File: config.mk
export PLATFORM = sky130hd
export DESIGN_NAME = i3c_tgt_ccc_core
export DESIGN_NICKNAME = d
export VERILOG_FILES = /design/src/rtl/tgt_ccc_pkg.sv /design/src/rtl/tgt_addr_match.sv /design/src/rtl/tgt_ccc_read_mux.sv /design/src/rtl/i3c_tgt_ccc_core.sv
export SDC_FILE = /design/constraint.sdc
export NUM_CORES = 1
export LEC_CHECK = 0
export BUFFER_PORTS_ARGS = -buffer_cell sky130_fd_sc_hd__buf_2
export CORE_MARGIN = 4
export CORE_UTILIZATION = 53
export CTS_CLUSTER_DIAMETER = 30
export DETAILED_ROUTE_END_ITERATION = 8
export PLACE_DENSITY = 0.95
export SYNTH_ARGS = -nofsm -noshare
export SYNTH_HDL_FRONTEND = slang
export SYNTH_SLANG_ARGS = --single-unit
File: constraint.sdc
create_clock -name clk -period 5.7 [get_ports clk]
set_input_delay 0 -clock clk [delete_from_list [all_inputs] [get_ports clk]]
set_output_delay 0 -clock clk [all_outputs]
set_load 0.01 [all_outputs]
File: src/rtl/tgt_ccc_pkg.sv
package tgt_ccc_pkg;

    localparam int ADDR_W    = 7;
    localparam int BYTE_W    = 8;
    localparam int PID_BYTES = 6;
    localparam int PID_W     = PID_BYTES * BYTE_W;
    localparam int OFS_W     = $clog2(PID_BYTES + 3);

    localparam logic [ADDR_W-1:0] BCAST_ADDR = 7'h7E;

    // offsets within the assignment reply
    localparam logic [OFS_W-1:0] OFS_BUS  = OFS_W'(PID_BYTES);
    localparam logic [OFS_W-1:0] OFS_DEV  = OFS_W'(PID_BYTES + 1);
    localparam logic [OFS_W-1:0] OFS_DONE = OFS_W'(PID_BYTES + 2);

    localparam logic [BYTE_W-1:0] CMD_DAA_ENTER   = 8'h07;
    localparam logic [BYTE_W-1:0] CMD_ADDR_RESET  = 8'h06;
    localparam logic [BYTE_W-1:0] CMD_ALL_STATIC  = 8'h29;
    localparam logic [BYTE_W-1:0] CMD_ONE_STATIC  = 8'h87;
    localparam logic [BYTE_W-1:0] CMD_SET_NEW     = 8'h88;
    localparam logic [BYTE_W-1:0] CMD_GET_ID      = 8'h8D;
    localparam logic [BYTE_W-1:0] CMD_GET_BUSCHAR = 8'h8E;
    localparam logic [BYTE_W-1:0] CMD_GET_DEVCHAR = 8'h8F;

    localparam logic [BYTE_W-1:0] IDLE_BYTE = 8'hFF;

    typedef struct packed {
        logic [ADDR_W-1:0] dyn;
        logic              sel;
        logic              bcast;
        logic              rnw;
        logic              in_cmd;
        logic [BYTE_W-1:0] cmd;
        logic [OFS_W-1:0]  ofs;
        logic              daa;
        logic              ack_vld;
        logic              ack;
        logic              rd_vld;
        logic [BYTE_W-1:0] rdata;
        logic              unh;
        logic              priv_rd;
        logic              uwr_vld;
        logic [BYTE_W-1:0] uwr_data;
        logic              unack;
    } core_state_t;

endpackage

File: src/rtl/tgt_addr_match.sv
module tgt_addr_match
    import tgt_ccc_pkg::*;
(
    input  logic [ADDR_W-1:0] bus_addr,
    input  logic [ADDR_W-1:0] own_static,
    input  logic [ADDR_W-1:0] own_dyn,
    input  logic              daa_active,
    output logic              hit,
    output logic              is_bcast
);
    logic [ADDR_W-1:0] own_addr;

    always_comb begin
        is_bcast = (bus_addr == BCAST_ADDR);
        own_addr = (own_dyn != '0) ? own_dyn : own_static;
        if (daa_active) begin
            hit = is_bcast && (own_dyn == '0);
        end else if (is_bcast) begin
            hit = 1'b1;
        end else begin
            hit = (bus_addr == own_addr);
        end
    end
endmodule

File: src/rtl/tgt_ccc_read_mux.sv
module tgt_ccc_read_mux
    import tgt_ccc_pkg::*;
(
    input  logic [BYTE_W-1:0] cmd,
    input  logic [OFS_W-1:0]  ofs,
    input  logic [PID_W-1:0]  prov_id,
    input  logic [BYTE_W-1:0] bus_char,
    input  logic [BYTE_W-1:0] dev_char,
    output logic [BYTE_W-1:0] byte_o,
    output logic              unh,
    output logic              adv
);
    logic [BYTE_W-1:0] id_byte [PID_BYTES];
    logic [BYTE_W-1:0] id_sel;
    logic              id_left;

    for (genvar i = 0; i < PID_BYTES; i++) begin : g_idb
        assign id_byte[i] = prov_id[i*BYTE_W +: BYTE_W];
    end

    always_comb begin
        id_sel = IDLE_BYTE;
        for (int i = 0; i < PID_BYTES; i++) begin
            if (ofs == OFS_W'(i)) id_sel = id_byte[i];
        end
        id_left = (ofs < OFS_BUS);
    end

    always_comb begin
        byte_o = IDLE_BYTE;
        unh    = 1'b0;
        adv    = 1'b0;
        case (cmd)
            CMD_DAA_ENTER: begin
                if (id_left) begin
                    byte_o = id_sel;
                    adv    = 1'b1;
                end else if (ofs == OFS_BUS) begin
                    byte_o = bus_char;
                    adv    = 1'b1;
                end else if (ofs == OFS_DEV) begin
                    byte_o = dev_char;
                    adv    = 1'b1;
                end else begin
                    unh = 1'b1;
                end
            end
            CMD_GET_ID: begin
                if (id_left) begin
                    byte_o = id_sel;
                    adv    = 1'b1;
                end else begin
                    unh = 1'b1;
                end
            end
            CMD_GET_BUSCHAR: byte_o = bus_char;
            CMD_GET_DEVCHAR: byte_o = dev_char;
            default:         unh = 1'b1;
        endcase
    end
endmodule

File: src/rtl/i3c_tgt_ccc_core.sv
module i3c_tgt_ccc_core
    import tgt_ccc_pkg::*;
(
    input  logic              clk,
    input  logic              rst_n,
    input  logic [ADDR_W-1:0] cfg_static_addr,
    input  logic [PID_W-1:0]  cfg_prov_id,
    input  logic [BYTE_W-1:0] cfg_bus_char,
    input  logic [BYTE_W-1:0] cfg_dev_char,
    input  logic              ev_start,
    input  logic [ADDR_W-1:0] ev_addr,
    input  logic              ev_rnw,
    input  logic              ev_wr,
    input  logic [BYTE_W-1:0] ev_wdata,
    input  logic              ev_rd,
    input  logic              ev_nack,
    input  logic              ev_stop,
    output logic              addr_ack_valid,
    output logic              addr_ack,
    output logic              rd_valid,
    output logic [BYTE_W-1:0] rd_data,
    output logic              rd_unhandled,
    output logic [ADDR_W-1:0] dyn_addr,
    output logic              usr_wr_valid,
    output logic [BYTE_W-1:0] usr_wr_data,
    output logic              usr_rd_req,
    input  logic [BYTE_W-1:0] usr_rd_data,
    output logic              usr_nack
);
    core_state_t st_q, st_d;

    logic              m_hit, m_bcast;
    logic [BYTE_W-1:0] r_byte;
    logic              r_unh, r_adv;

    // views of the state for the bound checker
    logic              in_daa;
    logic              in_cmd;
    logic [OFS_W-1:0]  byte_ofs;
    assign in_daa   = st_q.daa;
    assign in_cmd   = st_q.in_cmd;
    assign byte_ofs = st_q.ofs;

    tgt_addr_match u_match (
        .bus_addr   (ev_addr),
        .own_static (cfg_static_addr),
        .own_dyn    (st_q.dyn),
        .daa_active (st_q.daa),
        .hit        (m_hit),
        .is_bcast   (m_bcast)
    );

    tgt_ccc_read_mux u_rmux (
        .cmd      (st_q.cmd),
        .ofs      (st_q.ofs),
        .prov_id  (cfg_prov_id),
        .bus_char (cfg_bus_char),
        .dev_char (cfg_dev_char),
        .byte_o   (r_byte),
        .unh      (r_unh),
        .adv      (r_adv)
    );

    always_comb begin
        st_d         = st_q;
        st_d.ack_vld = 1'b0;
        st_d.rd_vld  = 1'b0;
        st_d.unh     = 1'b0;
        st_d.priv_rd = 1'b0;
        st_d.uwr_vld = 1'b0;
        st_d.unack   = 1'b0;

        if (ev_stop) begin
            st_d.sel    = 1'b0;
            st_d.bcast  = 1'b0;
            st_d.in_cmd = 1'b0;
            st_d.cmd    = '0;
            st_d.ofs    = '0;
            st_d.daa    = 1'b0;
        end else if (ev_start) begin
            st_d.ack_vld = 1'b1;
            st_d.ack     = m_hit;
            st_d.sel     = m_hit;
            st_d.rnw     = ev_rnw;
            st_d.bcast   = m_bcast;
            if (m_bcast && !st_q.daa) begin
                st_d.in_cmd = 1'b0;
                st_d.cmd    = '0;
                st_d.ofs    = '0;
            end
        end else if (ev_wr && st_q.sel && !st_q.rnw) begin
            if (st_q.bcast && !st_q.in_cmd) begin
                st_d.cmd    = ev_wdata;
                st_d.in_cmd = 1'b1;
                st_d.ofs    = '0;
                case (ev_wdata)
                    CMD_DAA_ENTER:  st_d.daa = 1'b1;
                    CMD_ADDR_RESET: st_d.dyn = '0;
                    CMD_ALL_STATIC: st_d.dyn = cfg_static_addr;
                    default: ;
                endcase
            end else if (st_q.in_cmd && st_q.cmd == CMD_DAA_ENTER) begin
                if (st_q.ofs == OFS_DONE) begin
                    st_d.dyn    = ev_wdata[ADDR_W-1:0];
                    st_d.in_cmd = 1'b0;
                    st_d.cmd    = '0;
                    st_d.ofs    = '0;
                end
            end else if (st_q.in_cmd && !st_q.bcast) begin
                if (st_q.ofs == '0) begin
                    case (st_q.cmd)
                        CMD_ONE_STATIC: begin
                            st_d.dyn = cfg_static_addr;
                            st_d.ofs = OFS_W'(1);
                        end
                        CMD_SET_NEW: begin
                            st_d.dyn = ev_wdata[ADDR_W-1:0];
                            st_d.ofs = OFS_W'(1);
                        end
                        default: ;
                    endcase
                end
            end else if (!st_q.in_cmd && !st_q.bcast) begin
                st_d.uwr_vld  = 1'b1;
                st_d.uwr_data = ev_wdata;
            end
        end else if (ev_rd && st_q.sel && st_q.rnw) begin
            st_d.rd_vld = 1'b1;
            if (st_q.in_cmd) begin
                st_d.rdata = r_byte;
                st_d.unh   = r_unh;
                if (r_adv) st_d.ofs = st_q.ofs + OFS_W'(1);
            end else if (st_q.bcast) begin
                st_d.rdata = IDLE_BYTE;
                st_d.unh   = 1'b1;
            end else begin
                st_d.priv_rd = 1'b1;
            end
        end else if (ev_nack && st_q.sel && !st_q.in_cmd && !st_q.bcast) begin
            st_d.unack = 1'b1;
        end
    end

    always_ff @(posedge clk) begin
        if (!rst_n) st_q <= '0;
        else        st_q <= st_d;
    end

    assign addr_ack_valid = st_q.ack_vld;
    assign addr_ack       = st_q.ack;
    assign rd_valid       = st_q.rd_vld;
    assign rd_data        = st_q.priv_rd ? usr_rd_data : st_q.rdata;
    assign rd_unhandled   = st_q.unh;
    assign dyn_addr       = st_q.dyn;
    assign usr_wr_valid   = st_q.uwr_vld;
    assign usr_wr_data    = st_q.uwr_data;
    assign usr_rd_req     = st_q.priv_rd;
    assign usr_nack       = st_q.unack;
endmodule

==> reports/qor.txt, run 1 <==
=========================================================================================
Nets in the synthesized netlist ............................................          526
Resized cells post-CTS .....................................................            0
Hold crit path type ........................................................ input pin to register
EDFF count, synth ..........................................................            0
Fraction of layout cells with a size suffix above 1 ........................        31.7%
CP Data Arrival Time .......................................................      2.80 ns
CTS clk-pin slew, worst paths ..............................................      0.09 ns
H-Tree Level Count .........................................................            2
Worst path setup slack after routing .......................................      3.12 ns
Proportion of power drawn by combinational gates ...........................        13.3%
Kind of capture point of the worst setup path ..............................     register
Max Freq ...................................................................      387 MHz
Post-route non-filler standard cell count ..................................          598
Layout net count ...........................................................          628
Status ..................................................................... finished, final reports clean
Diode count ................................................................            0
Yosys warning total ........................................................            0
Clock sinks ................................................................           47
Area enclosed by the die boundary .......................................... 0.00758 mm^2
Proportion of register bits with asynchronous set or reset after synthesis .           0%
Most used DFF post-synth ...................................................      dfxtp_1
Total CTS buffers ..........................................................            5
Post-layout minimum cycle time .............................................      2.58 ns
Quantity of I/O buffers inserted on ports ..................................          131
Final setup fails ..........................................................            0
Average wire length per cell after detail routing ..........................      17.1 um
Number of optimization iterations in the first detailed-route pass .........            6
Worst setup path category .................................................. register to register
Number of remaining DRC errors .............................................            0
Maximum number of pins on one net before global-route repair ...............           29
Power Internal .............................................................       519 uW
TritonCTS clock tree .......................................................        built
Antenna violations before repair ...........................................            0
Number of global-route vias before repair ..................................         3486
CTS max path bufs ..........................................................            2
Standard-cell rows .........................................................           28
Global routing usage summed across all routing layers ......................        26.4%
Area of the core ........................................................... 0.00599 mm^2
Start point of the worst min-delay path ....................................  ev_wdata[6]
Startpoint class of the critical path ......................................     register
Final hold violation count .................................................            0
Number of flip-flops and latches in the synthesized netlist ................           47
X dimension of the die .....................................................      87.1 um
Initial Utilization ........................................................        55.3%
Cell area after synthesis .................................................. 0.00331 mm^2
Synth unique cells .........................................................           56
Detailed placement HPWL ....................................................      7860 um
Depth of the most critical reg-to-reg path .................................            6
Number of maximum-capacitance violations ...................................            0
Part of the Yosys area used for sequential elements ........................        28.4%
Global route overflow ......................................................            0
Post-synthesis cell count ..................................................          420
Fraction of the core area covered by cells at the end of the flow ..........        66.7%
Slack of the worst reg-to-reg path .........................................      3.12 ns
Endpoint, Worst Hold ....................................................... st_q[34]$_SDFFE_PP0P_
Per-cell via count in the routed design ....................................         6.25
Area Growth Syn to Fin .....................................................        20.6%
Worst slack at placement ...................................................      3.22 ns
# hold bufs at CTS .........................................................            2
Transition time at the pin with the least slew margin ......................      1.13 ns
Total length of routed wires ...............................................     10300 um
Leakage power total ........................................................   0.00168 uW
Worst-path fanout max ......................................................           14
Number of slew-limit violations in the final report ........................            0
Global-route wire length before repair .....................................     15900 um
Required time of the critical path .........................................      5.91 ns
Period utilization .........................................................        45.3%
Final-layout fill cell count ...............................................          478
Sequential group share of total power ......................................        48.6%
Die Y ......................................................................      87.1 um
Worst hold-check slack .....................................................   0.00986 ns
Inst Count DP ..............................................................          588
Reg2reg start .............................................................. st_q[28]$_SDFFE_PP0P_
DRT iter0 DRCs .............................................................          293
Power Dens Cells ...........................................................  170 mW/mm^2
Switch Pwr .................................................................       162 uW
Final antenna-violating net count ..........................................            0
Worst-case clock skew ......................................................   0.00605 ns
Worst slew margin ..........................................................        24.1%
Root Driver ................................................................     clkbuf_8
Hold Path Cell Cnt .........................................................            3
RD Place Congestion ........................................................         1.06
Via total after detailed routing ...........................................         3739
Share of power burned in the clock network .................................        38.0%
Setup Total Neg Slack ......................................................         0 ns
Buffers inserted during post-CTS setup optimization ........................            0
Reg-to-Reg End ............................................................. dyn_addr[2]$_SDFFE_PN0P_
Synth Area per Inst ........................................................    7.89 um^2
Worst-skew pair later-pin latency ..........................................      0.31 ns
Number of top-level pins ...................................................          132
Maximum vdd ir drop ........................................................     0.168 mV
Unrepaired setup endpoints after global routing ............................        false
Switching power as a share of total power ..................................        23.8%
=========================================================================================
Yosys cell counts, types with 7 or more instances:
cell      number  area [um^2]
nand3_1       12         60.1
nor3_1        10         50.1
a221o_1        7         70.1
o21ai_0       27          135
or3_1         10         62.6
nand2_1       25         93.8
a21oi_1       34          170
a22oi_1        8         60.1
o22a_1         8         70.1
and3_1         9         56.3
a31oi_1       16          100
dfxtp_1       47          941
mux2_2        16          180
clkbuf_1      19         71.3
nor2b_1       13         81.3
o22ai_1       16          100
mux2i_1       10          100
nor2_1        34          128
buf_4         16          120
nand2b_1      16          100
placed cells by master, fill, tap and decap left out, drive strengths merged, types with 5 or more instances in the layout:
cell type,netlist,final
a21oi,34,34
a221o,7,7
a22oi,8,8
a31oi,16,16
and3,9,9
buf,19,131
clkbuf,19,6
dfxtp,47,47
inv,6,6
mux2,16,16
mux2i,10,10
nand2,25,25
nand2b,16,16
nand3,12,12
nor2,34,34
nor2b,13,13
nor3,11,11
o21ai,28,28
o22a,8,8
o22ai,16,16
or3,10,10
xnor2,5,5
flip-flops by register name, indices dropped and copies added (netlist names), 4 cells and up:
name	cells
st_q	19
usr_wr_data	8
dyn_addr	7
byte_ofs	4
critical path, stage by stage, from the launching register on:
cell and delay (ns):
dfxtp_1 0.69, nor4bb_4 0.51, nand3_1 0.15, a221oi_2 0.41, o21ai_2 0.23, a221o_1 0.31
and3_1 0.19
logic make-up (layout without fill, tap and decap cells):
| group | after synthesis | after routing | share of synthesized area, % |
|---|---|---|---|
| compound gates | 131 | 131 | 25.6 |
| xor+xnor | 7 | 7 | 1.85 |
| fa+ha+maj | 4 | 4 | 1.51 |
| buf+inv | 44 | 147 | 7.06 |
| flops | 47 | 47 | 28.4 |
| mux | 26 | 26 | 8.46 |
| simple gates | 161 | 161 | 27.2 |
power by group through the flow:
stage / Sequential, uW / Combinational [uW] / Clock [uW]
CTS: 331 / 89.1 / 260
global route: 331 / 99.4 / 271
finish: 331 / 90.7 / 259
detailed placement: 339 / 87.4 / 0
global placement: 339 / 86.1 / 0
floorplan: 339 / 37.7 / 0
how the worst max path moves through the flow:
stage	startpoint	slack [ns]	cells past startpoint	endpoint
final	st_q[28]$_SDFFE_PP0P_	3.12	6	dyn_addr[2]$_SDFFE_PN0P_
after global routing	st_q[28]$_SDFFE_PP0P_	2.99	6	dyn_addr[2]$_SDFFE_PN0P_
after CTS	st_q[28]$_SDFFE_PP0P_	3.17	6	dyn_addr[2]$_SDFFE_PN0P_
after detailed placement	st_q[28]$_SDFFE_PP0P_	3.22	6	dyn_addr[2]$_SDFFE_PN0P_
after global placement	st_q[28]$_SDFFE_PP0P_	3.35	6	dyn_addr[4]$_SDFFE_PN0P_
after floorplan	byte_ofs[1]$_SDFFE_PP0P_	3.62	10	st_q[18]$_SDFFE_PN0P_
metrics by stage:
step / area (um^2) / power [uW]
floorplan: 3310 / 377
global placement: 3860 / 425
detailed placement: 3860 / 426
CTS: 4000 / 680
global route: 4000 / 702
finish: 4000 / 681
area by class of cell:
type | instances | area [um^2] | area share (%)
Clock buffer | 6 | 82.6 | 2.07
Inverter | 6 | 22.5 | 0.564
Multi-Input combinational cell | 329 | 2150 | 53.7
Sequential cell | 47 | 941 | 23.5
Timing Repair Buffer | 133 | 676 | 16.9
Tap cell | 75 | 93.8 | 2.35
Clock inverter | 2 | 35.0 | 0.877
per-layer routing:
layer | up-vias | global-route usage [%] | wire (um)
met5 | - | 0 | 0
met4 | 0 | 10.5 | 380
met3 | 42 | 6.15 | 1120
met2 | 229 | 44.2 | 4770
met1 | 1715 | 32.5 | 3980
li1 | 1753 | - | -
Power figures use the tool's default switching activity.
==> run 2, diff against run 1 <==
--- a/config.mk
+++ b/config.mk
@@ -7,10 +7,10 @@
 export LEC_CHECK = 0
 export BUFFER_PORTS_ARGS = -buffer_cell sky130_fd_sc_hd__buf_2
 export CORE_MARGIN = 4
-export CORE_UTILIZATION = 53
+export CORE_UTILIZATION = 49
 export CTS_CLUSTER_DIAMETER = 30
 export DETAILED_ROUTE_END_ITERATION = 8
-export PLACE_DENSITY = 0.95
+export PLACE_DENSITY = 0.9
 export SYNTH_ARGS = -nofsm -noshare
 export SYNTH_HDL_FRONTEND = slang
 export SYNTH_SLANG_ARGS = --single-unit
==> constraint.sdc (replaced) <==
create_clock -name clk -period 2.45 [get_ports clk]
set_input_delay 0 -clock clk [delete_from_list [all_inputs] [get_ports clk]]
set_output_delay 0 -clock clk [all_outputs]
set_load 0.01 [all_outputs]
==> run 2 against run 1 <==
Compared with the run above:
- global-route usage fell by 2.2 points
- sequential share of layout area fell by 0.45 points
- utilization shrank 3.6 points
- via count about the same
- die area grew 7.4%
- first-iteration DRC count grew 24%
- sequential power increased by 130%
- setup slack worse by 2.9 ns
- non-clock buffer count grew 10
- fmax up 14%
- clock skew is 0.0035 ns higher
==> reports/qor.txt, run 2 (synthesis gave the netlist of run 1 again) <==
=================================================================================
Final hold violation count .........................................            0
Number of slew-limit violations in the final report ................            0
Hold Path Cell Cnt .................................................            3
Worst-skew pair later-pin latency ..................................      0.30 ns
Worst slew margin ..................................................        55.7%
Final-layout fill cell count .......................................          552
Area used by sequential logic in the layout ........................     941 um^2
Maximum vdd ir drop ................................................     0.344 mV
Endpoint, Worst Hold ............................................... st_q[32]$_SDFFE_PP0P_
Design area ........................................................ 0.00407 mm^2
H-Tree Level Count .................................................            2
Max Freq ...........................................................      442 MHz
Number of optimization iterations in the first detailed-route pass .            5
Die Y ..............................................................      90.2 um
Worst-case clock skew ..............................................   0.00959 ns
Area of combinational cells with multiple inputs ................... 0.00215 mm^2
Post-route non-filler standard cell count ..........................          610
Via total after detailed routing ...................................         3740
Period utilization .................................................        92.3%
Number of maximum-capacitance violations ...........................            0
Total CTS buffers ..................................................            5
Antenna violations before repair ...................................            0
Quantity of I/O buffers inserted on ports ..........................          131
CP Data Arrival Time ...............................................      2.49 ns
Number of top-level pins ...........................................          132
CTS clk-pin slew, worst paths ......................................      0.09 ns
X dimension of the die .............................................      90.2 um
Top Family by Delay on Critical Path ............................... compound AO/OA/AOI/OAI gates
Status ............................................................. finished, final reports clean
Diode count ........................................................            0
Worst-path fanout max ..............................................           16
Crit-path most repeated cell .......................................        inv_1
Area of the core ................................................... 0.00646 mm^2
Maximum number of pins on one net before global-route repair .......           28
Clock sinks ........................................................           47
Global routing usage summed across all routing layers ..............        24.2%
Initial Utilization ................................................        51.3%
Layout net count ...................................................          638
Slack of the worst reg-to-reg path .................................      0.19 ns
Depth of the most critical reg-to-reg path .........................            8
Setup Total Neg Slack ..............................................         0 ns
Final antenna-violating net count ..................................            0
Fraction of layout cells with a size suffix above 1 ................        33.2%
Kind of capture point of the worst setup path ......................     register
Per-cell via count in the routed design ............................         6.13
Most common cell after layout, fill and taps aside .................        buf_2
Buffers inserted during post-CTS setup optimization ................            0
Global-route wire length before repair .............................     16500 um
Total length of routed wires .......................................     10400 um
Root Driver ........................................................     clkbuf_8
Post-layout minimum cycle time .....................................      2.26 ns
Power Dens Cells ...................................................  386 mW/mm^2
Unrepaired setup endpoints after global routing ....................        false
Number of global-route vias before repair ..........................         3451
DRT iter0 DRCs .....................................................          364
Instance area after placement ...................................... 0.00394 mm^2
Standard-cell rows .................................................           29
Average wire length per cell after detail routing ..................      17.0 um
TritonCTS clock tree ...............................................        built
Hold crit path type ................................................ input pin to register
Number of remaining DRC errors .....................................            0
Leakage power total ................................................   0.00172 uW
Required time of the critical path .................................      2.68 ns
Register with the most flip-flops ..................................         st_q
Commonest non-fill, non-tap cells in the layout .................... 131 x buf_2, 47 x dfxtp_1, 34 x nor2_1, 34 x a21oi_1, 27 x o21ai_0
Worst hold-check slack .............................................    0.0222 ns
Transition time at the pin with the least slew margin ..............     0.663 ns
Number of flip-flops under the largest register name ...............           19
RD Place Congestion ................................................        0.987
Global route overflow ..............................................            0
Final setup fails ..................................................            0
Reg-to-Reg End ..................................................... st_q[12]$_SDFFE_PN0P_
Slowest cell on the critical path ..................................      dfxtp_1
Sum of buffers and inverters on the critical path ..................            2
Worst setup path category .......................................... register to register
Reg2reg start ...................................................... byte_ofs[1]$_SDFFE_PP0P_
Inst Count DP ......................................................          600
CTS max path bufs ..................................................            2
Area Growth Syn to Fin .............................................        22.9%
Crit path largest cell delay .......................................      0.46 ns
Startpoint class of the critical path ..............................     register
Detailed placement HPWL ............................................      8170 um
Area enclosed by the die boundary .................................. 0.00814 mm^2
Tot Pwr ............................................................      1570 uW
Start point of the worst min-delay path ............................  ev_wdata[4]
Cells along the critical path ...................................... inv_1 > ha_1 > inv_1 > o22ai_1 > o21ai_0 > a21oi_1 > or3_1 > a31oi_1
=================================================================================
==> run 2: layout make-up <==
type | instances | share of cell area (%)
clock buffer | 5 | 1.69
timing repair buffer | 143 | 18.4
multi-input combinational | 329 | 52.7
sequential | 47 | 23.1
tap | 77 | 2.36
clock inverter | 3 | 1.14
inverter | 6 | 0.553
==> run 2: routing by layer <==
metal	wire length, um	vias to the layer above	global-route usage [%]
li1	-	1775	-
met1	4130	1700	30.0
met2	5000	233	41.4
met3	1000	32	5.43
met4	230	0	7.65
met5	0	-	0
==> run 2: how the worst max path moves through the flow <==
stage | startpoint | end | slack (ns) | cells past startpoint
floorplan | byte_ofs[1]$_SDFFE_PP0P_ | st_q[18]$_SDFFE_PN0P_ | 0.37 | 10
finish | byte_ofs[1]$_SDFFE_PP0P_ | st_q[12]$_SDFFE_PN0P_ | 0.19 | 8
detailed placement | byte_ofs[1]$_SDFFE_PP0P_ | st_q[13]$_SDFFE_PN0P_ | 0.16 | 8
global placement | byte_ofs[1]$_SDFFE_PP0P_ | st_q[12]$_SDFFE_PN0P_ | 0.30 | 8
CTS | byte_ofs[1]$_SDFFE_PP0P_ | st_q[13]$_SDFFE_PN0P_ | 0.14 | 8
global route | byte_ofs[1]$_SDFFE_PP0P_ | st_q[16]$_SDFFE_PN0P_ | 0.03 | 8
==> run 2: what timing repair did <==
action                                  4_1_cts  5_1_grt
hold buffers                                  2        0
endpoints found under the setup margin        0        3
gates resized for setup                       0        1
endpoints found under the hold margin         2        0
==> run 2: power by group <==
part	switching (uW)	total, uW	internal, uW
clock network	278	586	308
logic	104	215	111
registers	3.30	771	767
==> run 2: worst register-to-register path, delay by kind of cell, from the launching register on <==
family,cells,cell delay [ns]
compound gates,4,0.62
fa+ha+maj,1,0.22
buf+inv,2,0.49
flops,1,0.46
simple gates,1,0.41
==> run 2: metrics by stage <==
step	setup WS (ns)	util (%)
finish	0.189	63.1
CTS	0.136	63.0
global placement	0.302	60.9
global route	0.0291	63.1
floorplan	0.370	-
detailed placement	0.159	60.9
==> run 3, diff against run 2 <==
--- a/config.mk
+++ b/config.mk
@@ -6,11 +6,13 @@
 export NUM_CORES = 1
 export LEC_CHECK = 0
 export BUFFER_PORTS_ARGS = -buffer_cell sky130_fd_sc_hd__buf_2
+export CAP_MARGIN = 30
 export CORE_MARGIN = 4
-export CORE_UTILIZATION = 49
+export CORE_UTILIZATION = 50
 export CTS_CLUSTER_DIAMETER = 30
 export DETAILED_ROUTE_END_ITERATION = 8
 export PLACE_DENSITY = 0.9
 export SYNTH_ARGS = -nofsm -noshare
 export SYNTH_HDL_FRONTEND = slang
+export SYNTH_HIERARCHICAL = 1
 export SYNTH_SLANG_ARGS = --single-unit
==> run 3 against run 2 <==
Compared with the run above:
- the run now ends with DRC left
- final area up 6.9%
- fmax grew 2.2%
- clock skew is essentially flat
- hold slack gained 0.0017 ns
- critical endpoint is now dyn_addr[3]$_SDFFE_PN0P_
- largest cell class unchanged
- largest power group unchanged
==> reports/qor.txt, run 3 <==
=========================================================================================
Worst path setup slack after routing .......................................     0.238 ns
Standard-cell rows .........................................................           30
Worst-path fanout max ......................................................            7
Max Freq ...................................................................      452 MHz
RD Place Congestion ........................................................         1.01
Unrepaired setup endpoints after global routing ............................        false
Area of the core ........................................................... 0.00683 mm^2
Period utilization .........................................................        90.3%
Required time of the critical path .........................................      2.67 ns
Transition time at the pin with the least slew margin ......................     0.949 ns
Post-synthesis adder-cell area fraction ....................................       0.710%
CP Data Arrival Time .......................................................      2.43 ns
Kind of capture point of the worst setup path ..............................     register
Cell types with the highest counts after synthesis ......................... 47 x dfxtp_1, 43 x nor2_1, 38 x mux2i_1
Status ..................................................................... complete, but fails checks
Leakage power total ........................................................   0.00182 uW
Failing checks .............................................................          DRC
Worst setup path category .................................................. register to register
Total CTS buffers ..........................................................            5
Startpoint class of the critical path ......................................     register
Instance area after placement .............................................. 0.00418 mm^2
Power Dens Cells ...........................................................  377 mW/mm^2
Fraction of layout cells with a size suffix above 1 ........................        36.4%
CTS clk-pin slew, worst paths ..............................................      0.09 ns
Global routing usage summed across all routing layers ......................        24.3%
Part of the Yosys area used for sequential elements ........................        26.7%
Synth unique cells .........................................................           61
Area Growth Syn to Fin .....................................................        23.6%
Cells along the critical path .............................................. inv_1 > ha_1 > or4bb_1 > a2111oi_2 > or3_1 > buf_4 > a31oi_1 > a211oi_2
Number of maximum-capacitance violations ...................................            0
EDFF count, synth ..........................................................            0
Proportion of register bits with asynchronous set or reset after synthesis .           0%
Top Family by Delay on Critical Path ....................................... simple AND/OR/NAND/NOR gates
Yosys warning total ........................................................            6
Hold crit path type ........................................................ input pin to register
Number of top-level pins ...................................................          132
Worst slew margin ..........................................................        36.5%
Via total after detailed routing ...........................................         3787
Post-synthesis share of cell area spent on xor and xnor gates ..............        1.74%
Final hold violation count .................................................            0
Global route overflow ......................................................            0
H-Tree Level Count .........................................................            2
Area enclosed by the die boundary .......................................... 0.00845 mm^2
Post-layout minimum cycle time .............................................      2.21 ns
Slowest cell on the critical path ..........................................      or4bb_1
Buffers inserted during post-CTS setup optimization ........................            0
Number of flip-flops and latches in the synthesized netlist ................           47
Fraction of the core area covered by cells at the end of the flow ..........        63.8%
Antenna violations before repair ...........................................            0
TritonCTS clock tree .......................................................        built
Root Driver ................................................................     clkbuf_8
Number of optimization iterations in the first detailed-route pass .........            7
Global-route wire length before repair .....................................     17000 um
Die Y ......................................................................      91.9 um
Synth Area per Inst ........................................................    8.37 um^2
Maximum number of pins on one net before global-route repair ...............           49
Initial Utilization ........................................................        51.6%
Setup Total Neg Slack ......................................................         0 ns
Detailed placement HPWL ....................................................      8300 um
Synthesized-area fraction occupied by ao, oa, aoi and oai cells ............        27.0%
Clock sinks ................................................................           47
Average wire length per cell after detail routing ..........................      16.8 um
Worst-skew pair later-pin latency ..........................................      0.30 ns
Share of synthesized cell area in and, or, nand and nor gates ..............        21.7%
Quantity of I/O buffers inserted on ports ..................................          131
Tot Pwr ....................................................................      1640 uW
Most used DFF post-synth ...................................................      dfxtp_1
X dimension of the die .....................................................      91.9 um
Sum of buffers and inverters on the critical path ..........................            2
Design area ................................................................ 0.00436 mm^2
Library cell with the highest instance count after synthesis ...............      dfxtp_1
Total length of routed wires ...............................................     10700 um
Worst-case clock skew ......................................................   0.00965 ns
DRT iter0 DRCs .............................................................          231
Register with the most flip-flops ..........................................         st_q
Cell type contributing the most total cell area after synthesis ............      dfxtp_1
Nets in the synthesized netlist ............................................          525
Final antenna-violating net count ..........................................            0
Maximum vdd ir drop ........................................................     0.330 mV
Per-cell via count in the routed design ....................................         5.95
Cell area after synthesis .................................................. 0.00352 mm^2
Main combinational cell family by area after synthesis ..................... compound AO/OA/AOI/OAI gates
Number of flip-flops under the largest register name .......................           19
Number of global-route vias before repair ..................................         3660
Number of slew-limit violations in the final report ........................            0
Number of remaining DRC errors .............................................            1
Layout net count ...........................................................          644
Top post-synthesis cells by area ........................................... dfxtp_1 27%, mux2i_1 11%, nor2_1 4.6%
Most common cell after layout, fill and taps aside .........................        buf_2
Post-synthesis cell count ..................................................          421
Worst slack at placement ...................................................     0.173 ns
Area share of the leading cell type in the synthesized netlist .............        26.7%
Proportion of synthesized area in mux cells ................................        14.0%
Crit path largest cell delay ...............................................      0.50 ns
CTS max path bufs ..........................................................            2
Diode count ................................................................            0
Final setup fails ..........................................................            0
Commonest non-fill, non-tap cells in the layout ............................ 131 x buf_2, 46 x dfxtp_1, 43 x nor2_1, 38 x mux2i_1, 22 x nand2_1
=========================================================================================
-- run 3: cell count changes after synthesis, moves of 8 or more --
cell,previous run,this run
mux2_2,16,8
mux2i_1,10,38
clkbuf_1,19,10
a31o_2,0,9
or3_1,10,2
nor2_1,34,43
o21ai_0,27,15
a21oi_1,34,14
nand3_1,12,4
o22a_1,8,0
-- run 3: power by group --
group | switching [uW] | total (uW) | internal, uW
clock network | 267 | 675 | 408
registers | 1.09 | 766 | 765
logic | 100 | 203 | 102
-- run 3: stage by stage --
step,instances,hold WS (ns)
CTS,637,0.0142
floorplan,421,0.122
global placement,624,0.240
detailed placement,625,0.262
finish,637,0.0239
global route,637,0.0604
-- run 3: logic make-up (layout without fill, tap and decap cells) --
kind of cell	after synthesis	after routing
muxes	47	47
adders and majority gates	2	2
AOI/OAI and AO/OA	127	127
xor gates and xnor gates	7	7
and+or+nand+nor	141	141
buffers and inverters	50	170
DFF	47	47
-- run 3: worst paths after layout --
check	from	to	slack (ns)	cells past startpoint
worst min-delay path	ev_wdata[0]	usr_wr_data[0]$_SDFFE_PN0P_	0.02	3
worst max-delay path	byte_ofs[0]$_SDFFE_PP0P_	dyn_addr[3]$_SDFFE_PN0P_	0.24	8
worst max register to register	byte_ofs[0]$_SDFFE_PP0P_	dyn_addr[3]$_SDFFE_PN0P_	0.24	8
worst min register to register	st_q[39]$_SDFFE_PP0P_	usr_nack$_SDFF_PP0_	0.48	2
-- run 3: layer usage --
metal | wire, um | vias to the layer above | global-route usage [%]
met5 | 0 | - | 0
met1 | 4120 | 1698 | 27.3
li1 | - | 1813 | -
met2 | 5070 | 240 | 42.5
met4 | 360 | 0 | 11.9
met3 | 1140 | 36 | 5.99
-- run 3: what timing repair did --
action / CTS / global route
gates resized for setup: 0 / 1
hold buffers: 4 / 0
endpoints found under the hold margin: 5 / 0
setup endpoints to repair: 0 / 2
-- run 3: worst register-to-register path: cells and delay by family (launching register included) --
family	cells	cell delay, ns
buffers and inverters	2	0.25
AO/OA/AOI/OAI	3	0.64
adder cells (fa/ha/maj)	1	0.17
flip-flops	1	0.33
AND/OR/NAND/NOR	2	0.74
-- run 3: cell type report --
class | count | area [um^2]
flip-flops and latches | 47 | 942
multi-input cells | 324 | 2300
clock inverters | 2 | 60.1
well taps | 96 | 120
repair buffers | 153 | 831
clock buffers | 6 | 72.6
fillers | 597 | 2480
inverters | 9 | 33.8
